==> src/rtl/raw_dep_pkg.sv <==
// Package raw_dep_pkg
// Shared constants for the dependency row generator: register numbering
// of the general registers and the two product registers.
package raw_dep_pkg;
    localparam int REG_W    = 6;
    localparam int NUM_GPR  = 32;
    localparam int LO_REG   = NUM_GPR;
    localparam int HI_REG   = NUM_GPR + 1;
    localparam int NUM_REGS = NUM_GPR + 2;

    typedef logic [REG_W-1:0] reg_num_t;
endpackage

==> src/rtl/raw_writer_table.sv <==
// Module raw_writer_table
// Holds, per tracked register, the index of its most recent writer in the
// current block plus a valid bit. Two combinational lookup ports.
// Assumes: register 0 is constant (never recorded, never hits); register
// numbers at or above NUM_REGS are never tracked; clear wins over write.
module raw_writer_table
    import raw_dep_pkg::*;
#(
    parameter int IDX_W = 5
) (
    input  logic             clk,
    input  logic             rst_n,
    input  logic             clear,
    input  logic             wr_en,
    input  reg_num_t         wr_reg,
    input  logic             wr_hilo,
    input  logic [IDX_W-1:0] wr_idx,
    input  reg_num_t         rd0_reg,
    output logic             rd0_hit,
    output logic [IDX_W-1:0] rd0_idx,
    input  reg_num_t         rd1_reg,
    output logic             rd1_hit,
    output logic [IDX_W-1:0] rd1_idx
);
    logic [IDX_W-1:0] last_writer [NUM_REGS];
    logic [NUM_REGS-1:0] known;

    // One storage slot per tracked register, each with its own update rule.
    for (genvar r = 0; r < NUM_REGS; r++) begin : g_slot
        logic hit_here;
        // Does this accepted write target this slot.
        always_comb begin
            hit_here = 1'b0;
            if (r != 0) begin
                if (wr_en && (int'(wr_reg) == r))
                    hit_here = 1'b1;
                if (wr_hilo && ((r == LO_REG) || (r == HI_REG)))
                    hit_here = 1'b1;
            end
        end

        // Record the newest writer, or forget everything at block end.
        always_ff @(posedge clk) begin
            if (!rst_n || clear) begin
                known[r]       <= 1'b0;
                last_writer[r] <= '0;
            end else if (hit_here) begin
                known[r]       <= 1'b1;
                last_writer[r] <= wr_idx;
            end
        end
    end

    // Lookup for the first source operand.
    always_comb begin
        rd0_hit = 1'b0;
        rd0_idx = '0;
        if ((rd0_reg != '0) && (int'(rd0_reg) < NUM_REGS)) begin
            rd0_hit = known[rd0_reg];
            rd0_idx = last_writer[rd0_reg];
        end
    end

    // Lookup for the second source operand.
    always_comb begin
        rd1_hit = 1'b0;
        rd1_idx = '0;
        if ((rd1_reg != '0) && (int'(rd1_reg) < NUM_REGS)) begin
            rd1_hit = known[rd1_reg];
            rd1_idx = last_writer[rd1_reg];
        end
    end
endmodule

==> src/rtl/raw_mem_order.sv <==
// Module raw_mem_order
// Keeps two position masks for the current block: which earlier entries
// read memory and which wrote it. These supply the conservative ordering
// edges. Assumes the index presented never exceeds MAX_N-1.
module raw_mem_order #(
    parameter int MAX_N = 32,
    localparam int IDX_W = $clog2(MAX_N)
) (
    input  logic             clk,
    input  logic             rst_n,
    input  logic             clear,
    input  logic             rec_load,
    input  logic             rec_store,
    input  logic [IDX_W-1:0] rec_idx,
    output logic [MAX_N-1:0] load_mask,
    output logic [MAX_N-1:0] store_mask
);
    logic [MAX_N-1:0] pos_onehot;

    // Turn the entry position into its mask bit.
    always_comb begin
        pos_onehot = '0;
        pos_onehot[rec_idx] = 1'b1;
    end

    // Accumulate memory readers and writers, empty at block end.
    always_ff @(posedge clk) begin
        if (!rst_n || clear) begin
            load_mask  <= '0;
            store_mask <= '0;
        end else begin
            if (rec_load)
                load_mask  <= load_mask | pos_onehot;
            if (rec_store)
                store_mask <= store_mask | pos_onehot;
        end
    end
endmodule

==> src/rtl/raw_row_build.sv <==
// Module raw_row_build
// Combines register lookups and memory masks into one predecessor row.
// Purely combinational. An unrecognised instruction yields an empty row.
// Both operands naming one writer merge into a single bit by construction.
module raw_row_build #(
    parameter int MAX_N = 32,
    localparam int IDX_W = $clog2(MAX_N)
) (
    input  logic             src0_en,
    input  logic             src0_hit,
    input  logic [IDX_W-1:0] src0_idx,
    input  logic             src1_en,
    input  logic             src1_hit,
    input  logic [IDX_W-1:0] src1_idx,
    input  logic             is_load,
    input  logic             is_store,
    input  logic             is_unknown,
    input  logic [MAX_N-1:0] load_mask,
    input  logic [MAX_N-1:0] store_mask,
    output logic [MAX_N-1:0] row
);
    logic [MAX_N-1:0] reg_bits;
    logic [MAX_N-1:0] mem_bits;

    // Register data-flow bits, one per live source operand.
    for (genvar k = 0; k < MAX_N; k++) begin : g_regbit
        assign reg_bits[k] =
            (src0_en && src0_hit && (src0_idx == IDX_W'(k))) ||
            (src1_en && src1_hit && (src1_idx == IDX_W'(k)));
    end

    // Memory ordering bits chosen by the access kind.
    always_comb begin
        mem_bits = '0;
        if (is_load)
            mem_bits = mem_bits | store_mask;
        if (is_store)
            mem_bits = mem_bits | store_mask | load_mask;
    end

    // Final row, suppressed for unrecognised opcodes.
    assign row = is_unknown ? '0 : (reg_bits | mem_bits);
endmodule

==> src/rtl/raw_dep_gen.sv <==
// Module raw_dep_gen (top)
// Streams in one basic block of instruction descriptors, in program order,
// and returns per instruction a row of earlier instructions it depends on.
// Only read-after-write register flow and conservative memory ordering
// create bits. A one-entry output register gives valid/ready flow control.
// Assumes a block never exceeds MAX_N descriptors and ends with in_last.
module raw_dep_gen
    import raw_dep_pkg::*;
#(
    parameter int MAX_N = 32,
    localparam int IDX_W = $clog2(MAX_N)
) (
    input  logic             clk,
    input  logic             rst_n,
    input  logic             in_valid,
    output logic             in_ready,
    input  logic [REG_W-1:0] in_dst,
    input  logic             in_dst_en,
    input  logic [REG_W-1:0] in_src0,
    input  logic             in_src0_en,
    input  logic [REG_W-1:0] in_src1,
    input  logic             in_src1_en,
    input  logic             in_wr_hilo,
    input  logic             in_load,
    input  logic             in_store,
    input  logic             in_unknown,
    input  logic             in_last,
    output logic             out_valid,
    input  logic             out_ready,
    output logic [IDX_W-1:0] out_idx,
    output logic [MAX_N-1:0] out_row,
    output logic             out_last,
    output logic             done
);
    logic             accept;
    logic             known_op;
    logic             block_end;
    logic [IDX_W-1:0] pos;
    logic             s0_hit, s1_hit;
    logic [IDX_W-1:0] s0_idx, s1_idx;
    logic [MAX_N-1:0] ld_mask, st_mask;
    logic [MAX_N-1:0] new_row;

    // Input is taken when the output slot is free or draining now.
    assign in_ready  = !out_valid || out_ready;
    assign accept    = in_valid && in_ready;
    assign known_op  = !in_unknown;
    assign block_end = accept && in_last;

    // Program-order position within the current block.
    always_ff @(posedge clk) begin
        if (!rst_n || block_end)
            pos <= '0;
        else if (accept)
            pos <= pos + 1'b1;
    end

    raw_writer_table #(
        .IDX_W (IDX_W)
    ) u_writers (
        .clk     (clk),
        .rst_n   (rst_n),
        .clear   (block_end),
        .wr_en   (accept && known_op && in_dst_en),
        .wr_reg  (in_dst),
        .wr_hilo (accept && known_op && in_wr_hilo),
        .wr_idx  (pos),
        .rd0_reg (in_src0),
        .rd0_hit (s0_hit),
        .rd0_idx (s0_idx),
        .rd1_reg (in_src1),
        .rd1_hit (s1_hit),
        .rd1_idx (s1_idx)
    );

    raw_mem_order #(
        .MAX_N (MAX_N)
    ) u_memord (
        .clk        (clk),
        .rst_n      (rst_n),
        .clear      (block_end),
        .rec_load   (accept && known_op && in_load),
        .rec_store  (accept && known_op && in_store),
        .rec_idx    (pos),
        .load_mask  (ld_mask),
        .store_mask (st_mask)
    );

    raw_row_build #(
        .MAX_N (MAX_N)
    ) u_build (
        .src0_en    (in_src0_en),
        .src0_hit   (s0_hit),
        .src0_idx   (s0_idx),
        .src1_en    (in_src1_en),
        .src1_hit   (s1_hit),
        .src1_idx   (s1_idx),
        .is_load    (in_load),
        .is_store   (in_store),
        .is_unknown (in_unknown),
        .load_mask  (ld_mask),
        .store_mask (st_mask),
        .row        (new_row)
    );

    // Output slot: load on accept, drop when taken, hold while stalled.
    always_ff @(posedge clk) begin
        if (!rst_n) begin
            out_valid <= 1'b0;
            out_idx   <= '0;
            out_row   <= '0;
            out_last  <= 1'b0;
        end else if (accept) begin
            out_valid <= 1'b1;
            out_idx   <= pos;
            out_row   <= new_row;
            out_last  <= in_last;
        end else if (out_ready) begin
            out_valid <= 1'b0;
        end
    end

    // Completion pulse after the closing row leaves.
    always_ff @(posedge clk) begin
        if (!rst_n)
            done <= 1'b0;
        else
            done <= out_valid && out_ready && out_last;
    end
endmodule

==> config.mk <==
export PLATFORM = sky130hd
export DESIGN_NAME = raw_dep_gen
export DESIGN_NICKNAME = d
export VERILOG_FILES = /design/src/rtl/raw_dep_pkg.sv /design/src/rtl/raw_writer_table.sv /design/src/rtl/raw_mem_order.sv /design/src/rtl/raw_row_build.sv /design/src/rtl/raw_dep_gen.sv
export SDC_FILE = /design/constraint.sdc
export NUM_CORES = 1
export LEC_CHECK = 0
export BUFFER_PORTS_ARGS = -buffer_cell sky130_fd_sc_hd__buf_2
export CAP_MARGIN = 10
export CORE_MARGIN = 4
export CORE_UTILIZATION = 55
export CTS_BUF_LIST = sky130_fd_sc_hd__clkbuf_8
export DETAILED_ROUTE_END_ITERATION = 6
export PLACE_DENSITY = 0.72
export SYNTH_ARGS = -nofsm -noshare
export SYNTH_HDL_FRONTEND = slang
export SYNTH_HIERARCHICAL = 1
export SYNTH_SLANG_ARGS = --single-unit
==> constraint.sdc <==
create_clock -name clk -period 4.23 [get_ports clk]
set_input_delay 0.2115 -clock clk [delete_from_list [all_inputs] [get_ports clk]]
set_output_delay 0.2115 -clock clk [all_outputs]
set_load 0.03 [all_outputs]
Yosys cells after proc, flatten, opt, wreduce, memory -nomap -nowiden --
Memory sizes are Yosys's and may differ from the RTL's. Cells that the tools add are included.
Storage, ports and cells: register bits after elaboration 142, memory bits (writable) 170, input bits 30, output and inout port bits 41, word-level logic and storage cells 519, memories 1
Operators by class: add/sub/neg operators 1, magnitude comparators 6, eq/ne operators 95, mux-type cells 184, bitwise gates (word level) 38, reduce and logical (&&, ||, !) cells 153
Memories:
- u_writers.last_writer | depth 34, bits a word 5, read ports 2, clocked after Yosys merged registers in 0, write ports 34, RTL line raw_writer_table.sv:25 | logic [IDX_W-1:0] last_writer [NUM_REGS];
Operator list (number):
- $mux 5 | 35
- $eq 5x5->1 const B | 32
- $or 32x32->32 | 5
- $mux 1 | 143
- $logic_and 1x1->1 | 111
- $eq 6x6->1 const B | 18
- $mux 32 | 3
- $eq 5x4->1 const B | 16
- $eq 6x5->1 const B | 8
- $eq 5x3->1 const B | 8
- $logic_or 1x1->1 | 34
- $or 1x1->1 | 33
- $eq 6x4->1 const B | 4
- $eq 5x2->1 const B | 4
- $lt 6x7->1 const B | 2
- $bmux 1 s6 | 2
- $eq 6x3->1 const B | 2
- $lt 6x6->1 const B | 2
- $reduce_bool 6->1 | 2
- $eq 5x1->1 const B | 2
- $logic_not 5->1 | 2
- $eq 6x2->1 const B | 1
- $lt 5x6->1 const B | 1
- $add 5x1->5 const B | 1
- 4 further kinds | 6

Logic depth before layout (Yosys ltp) --
depth after elaboration 12, mapped depth 15, depth with buffers taken out 10

Cells and area by module --
Netlist, hierarchy kept.
By module, submodules not included:
- raw_writer_table | times used 1, cells each 847, area each 10995.5 um^2, seq. area each 5615.4 um^2
- raw_mem_order | times used 1, cells each 175, area each 2232.1 um^2, seq. area each 1281.2 um^2
- raw_dep_gen | times used 1, cells each 212, area each 1853.0 um^2, seq. area each 900.9 um^2
- raw_row_build | times used 1, cells each 214, area each 1357.6 um^2, seq. area each 0.0 um^2

Worst setup path before layout --
No wires, ideal clock.
path type input to register, start in in_src1[1], end reg out_row[29], setup time 76 ps, arrival 2657 ps, required time 4154 ps, path slack 1497 ps, cell stages on the path 12, path buffers 3, cell sequence buf_6 clkbuf_8 nor4_1 nand2_1 o32ai_1 a21boi_0 buf_6 and4b_1 nand2_1 a31oi_1 nand3_1 a21boi_0
On the way: longest elaborated chain between the ends 8, elaborated cells on any way between the ends 14, those cells by class order compare: 1; eq/ne: 1; mux: 5; bitwise: 1; reduce/logical: 5; memory: 1
RTL lines:
- from (decl) | RTL line raw_dep_gen.sv:21 | input logic [REG_W-1:0] in_src1,
- branches (longest 2 deep; another with $mem_v2 34x5)
- $mux 5 (*) | RTL line raw_writer_table.sv:68 | if ((rd1_reg != '0) && (int'(rd1_reg) < NUM_REGS)) begin
- via s1_idx[3] | RTL line raw_dep_gen.sv:40 | logic [IDX_W-1:0] s0_idx, s1_idx;
- $eq 5x5->1 (*) | RTL line raw_row_build.sv:29 | (src1_en && src1_hit && (src1_idx == IDX_W'(k)));
- $logic_and 1x1->1 (*) | RTL line raw_row_build.sv:29
- $logic_or 1x1->1 (*) | RTL line raw_row_build.sv:28 | (src0_en && src0_hit && (src0_idx == IDX_W'(k))) ||
- $or 32x32->32 (*) | RTL line raw_row_build.sv:42 | assign row = is_unknown ? '0 : (reg_bits | mem_bits);
- $mux 32 (*) | RTL line raw_row_build.sv:42
- via new_row[29] | RTL line raw_dep_gen.sv:42 | logic [MAX_N-1:0] new_row;
- to (signal assigned) | RTL line raw_dep_gen.sv:116 | out_row <= new_row;
- to (decl) | RTL line raw_dep_gen.sv:31 | output logic [MAX_N-1:0] out_row,
Mark *: on every way through the listed nets, which the timed path passes. The select of a mux whose other input is x is not followed. A chain may end at the register's enable or synchronous reset.

==> results.md <==
* Worst stage delay on the critical path at between 0.7 and 0.8 ns
* Mux contribution to synthesized area at between 10 and 15%
* Mapped cell area at between 0.015 and 0.02 sq mm
* Final setup skew at 0.0459 ns
* Compound-Gate Fraction of Synth Area at roughly 16%
* P&R area growth vs syn at 10.3%
* Vias/cell at between 6 and 7
* Main synth FF type: edfxtp_1
* Yosys top cell by area: edfxtp_1
* Slew margin rel. at 24.0%
* Worst hold path type: primary input to register
* Cell-by-cell trace of the critical path: nor2b_2 > inv_2 > nand2_1 > nor3b_1 > or3b_1 > or2_2 > nor2_1 > and2_1
* Core footprint at between 0.02 and 0.03 sq mm
* Largest net degree at the start of global routing at 65
* Worst Setup Path Type: register to register
* CTS tree: yes
* Synth Net Count at 1479
* FP Rows at 63
* Max stage delay cell, worst path: or3b_1
* VDD IR max at between 0.2 and 0.25 mV
* Dpl hpwl at approximately 34000 microns
* DRT iter0 DRCs at approximately 1900
* CP arrival at 3.78 ns
* Root Buffer: clkbuf_8
* Critical path buffer and inverter count at 1
* Adder-cell share of the synthesized area at 0.0761%
* Starting density of the core at 55.6%
* H-tree depth at 2
* Outcome: completed
* Total Neg Setup Slack at 0 ns
* CTS Buffer Depth at 3
* Post-synthesis cell type count at 76
* Routed wire per std cell at 25.4 microns
* Leak at 6.87 nW
* Ys async rst share at 0%
* Vias in the first global route at ~13000
* Vias after detailed routing at about 13000
* Synth Area in Simple Gates at about 18%
* #FFs+latches synth at about 310
* Crit end category: register
* Clock sink total at 307
* MaxCap Viol Count at 0
* # fillers at about 2400
* First-pass GRT wire length at 75800 microns
* Area occupied by multi-input gates at 0.00794 sq mm
* Worst Tran Pin Value at 1.14 ns
* Synth top cells by count: 167 x and2_1, 165 x edfxtp_1, 142 x dfxtp_1
* Max Fclk at approximately 300 MHz
* # Post-CTS Setup Buffers at 0
* Ys Warns at 6
* Port bufs at 70
* Layout cells sized above 1 at between 10% and 20%
* Worst endpoint required time at approximately 4.7 ns
* CTS Buf Count at 52
* Die Ht at about 180 microns
* Synth Area in XOR/XNOR at 0%
* GRT Util Overall at between 20% and 30%
* Top cells by area, synth: edfxtp_1 30%, dfxtp_1 17%, mux4_2 8.6%
* Tcrit/Tclk final at about four fifths
* Synth top area share at between 30% and 40%
* Post-synth EDFFs at roughly 170
* Die width at 181 microns
* Register area share after synthesis at between 40% and 50%
* Fin. max-slew vios at 0
* Fin nets at 1520
* Pre-CTS setup slack at between 0.6 and 0.7 ns
* Delay-heaviest family, CP: simple AND/OR/NAND/NOR gates
* FF+latch area at 0.00780 sq mm
* RSZ-0062 raised after global routing: false
* Final ANT Viol Nets at 0
* Die area at between 0.03 and 0.04 sq mm
* Final worst path period need at approximately 3.3 ns
* Initial antenna violation count at 2
* PwrDens at approximately 380 mW/mm^2
* Routability congestion estimate at a little under 1
* Worst-path maximum fanout at 16
* Most frequent cell after synthesis: and2_1
* DRT Wirelength at just under 50000 microns
* Hold Vio Cnt, Final at 0
* Grt ovf at 0
* DRC at 0
* Final setup fails at 0
* Largest family of logic cells by synthesized area: simple AND/OR/NAND/NOR gates
* DR pass1 iterations at 6
* Setup slack after layout at between 0.9 and 1 ns
* Clock latency on the worst-skew pair at 0.60 ns
* Top-level port count at 71
* Post-Syn Area per Cell at around 11 sq um
* CP startpoint kind: register
* Clk slew on worst S/H paths at approximately 0.060 ns
* Syn Inst Count at about 1400
placed cells by master (no fill, tap or decap), types with 12 or more instances in the layout:
| master | n |
|---|---|
| a21boi_0 | 34 |
| edfxtp_1 | 165 |
| a21oi_1 | 14 |
| a21o_1 | 62 |
| mux4_1 | 12 |
| mux2i_1 | 20 |
| a31oi_1 | 39 |
| buf_2 | 69 |
| nand4_1 | 18 |
| inv_1 | 25 |
| nand3_1 | 74 |
| nand2_1 | 71 |
| o2bb2ai_1 | 66 |
| buf_4 | 40 |
| clkbuf_8 | 65 |
| o21ai_0 | 80 |
| dfxtp_1 | 139 |
| nand4bb_1 | 14 |
| nor2_1 | 52 |
| and2_1 | 167 |
| o21ai_1 | 28 |
| mux2_2 | 29 |
| nand4b_1 | 14 |
| nor2b_1 | 22 |
| mux4_2 | 63 |
per-stage QoR:
step / std cells / cell area [sq um] / utilization (%) / hold WS, ns / total power [W]
after global placement: 1823 / 16900 / 57.3 / 0.448 / 0.00398
after global routing: 1924 / 18100 / 61.3 / 0.0853 / 0.00707
final: 1926 / 18100 / 61.3 / 0.101 / 0.00685
after detailed placement: 1823 / 16900 / 57.3 / 0.450 / 0.00399
after CTS: 1922 / 18100 / 61.3 / 0.0732 / 0.00687
after floorplan: 1448 / 16400 / - / 0.395 / 0.00379
layout make-up:
type / count / area share, %
Antenna cell: 3 / 0.0414
Sequential cell: 307 / 43.0
Tap cell: 390 / 2.69
Clock inverter: 33 / 1.46
Multi-Input combinational cell: 1009 / 43.8
Clock buffer: 65 / 4.94
Timing Repair Buffer: 113 / 3.88
Inverter: 6 / 0.124
registers in the layout, indices dropped and copies added (netlist names):
signal / cells
done: 1
out_idx: 5
out_last: 1
out_row: 32
out_valid: 1
pos: 5
u_memord/load_mask: 32
u_memord/store_mask: 32
u_writers/known: 33
u_writers/last_writer: 165
cells by family (layout without fill, tap and decap cells):
kind of cell / count (synthesis) / in the layout
adders and majority gates: 1 / 1
and+or+nand+nor: 498 / 498
buffers and inverters: 132 / 217
other: 0 / 3
AOI/OAI and AO/OA: 385 / 385
muxes: 125 / 125
DFF: 307 / 307
report_power, final:
part	leakage [nW]	switching [W]	total, W	internal, W
logic	3.29	0.000420	0.000667	0.000247
clock network	0.675	0.00125	0.00289	0.00164
registers	2.90	0.0000598	0.00329	0.00323
total	6.87	0.00173	0.00685	0.00511
routing by layer:
metal	share of wire, %	wire [microns]	track usage, %
met4	3.4	1670	9.50
met2	44	21800	44.4
met1	42	20400	41.8
met3	10	5080	7.31
met5	0	0	0
what timing repair did:
| action | 4_1_cts | 5_1_grt |
|---|---|---|
| hold buffers | 1 | 0 |
| hold endpoints to repair | 1 | 0 |
| resized for setup | 0 | 0 |
final timing paths:
path / start / end / slack, ns / cells past startpoint
setup / recovery: out_valid / u_writers/last_writer[8][1] / 0.91 / 8
hold / removal: rst_n / out_last / 0.10 / 2
setup reg to reg: out_valid / u_writers/last_writer[8][1] / 0.91 / 8
hold reg to reg: u_writers/known[29] / u_writers/known[29] / 0.46 / 1
worst register-to-register path, cell delays in order (launching register included):
cell and delay (ns):
dfxtp_1 0.31, nor2b_2 0.16, inv_2 0.05, nand2_1 0.18, nor3b_1 0.43, or3b_1 0.74
or2_2 0.63, nor2_1 0.46, and2_1 0.21
Power figures use the tool's default switching activity.
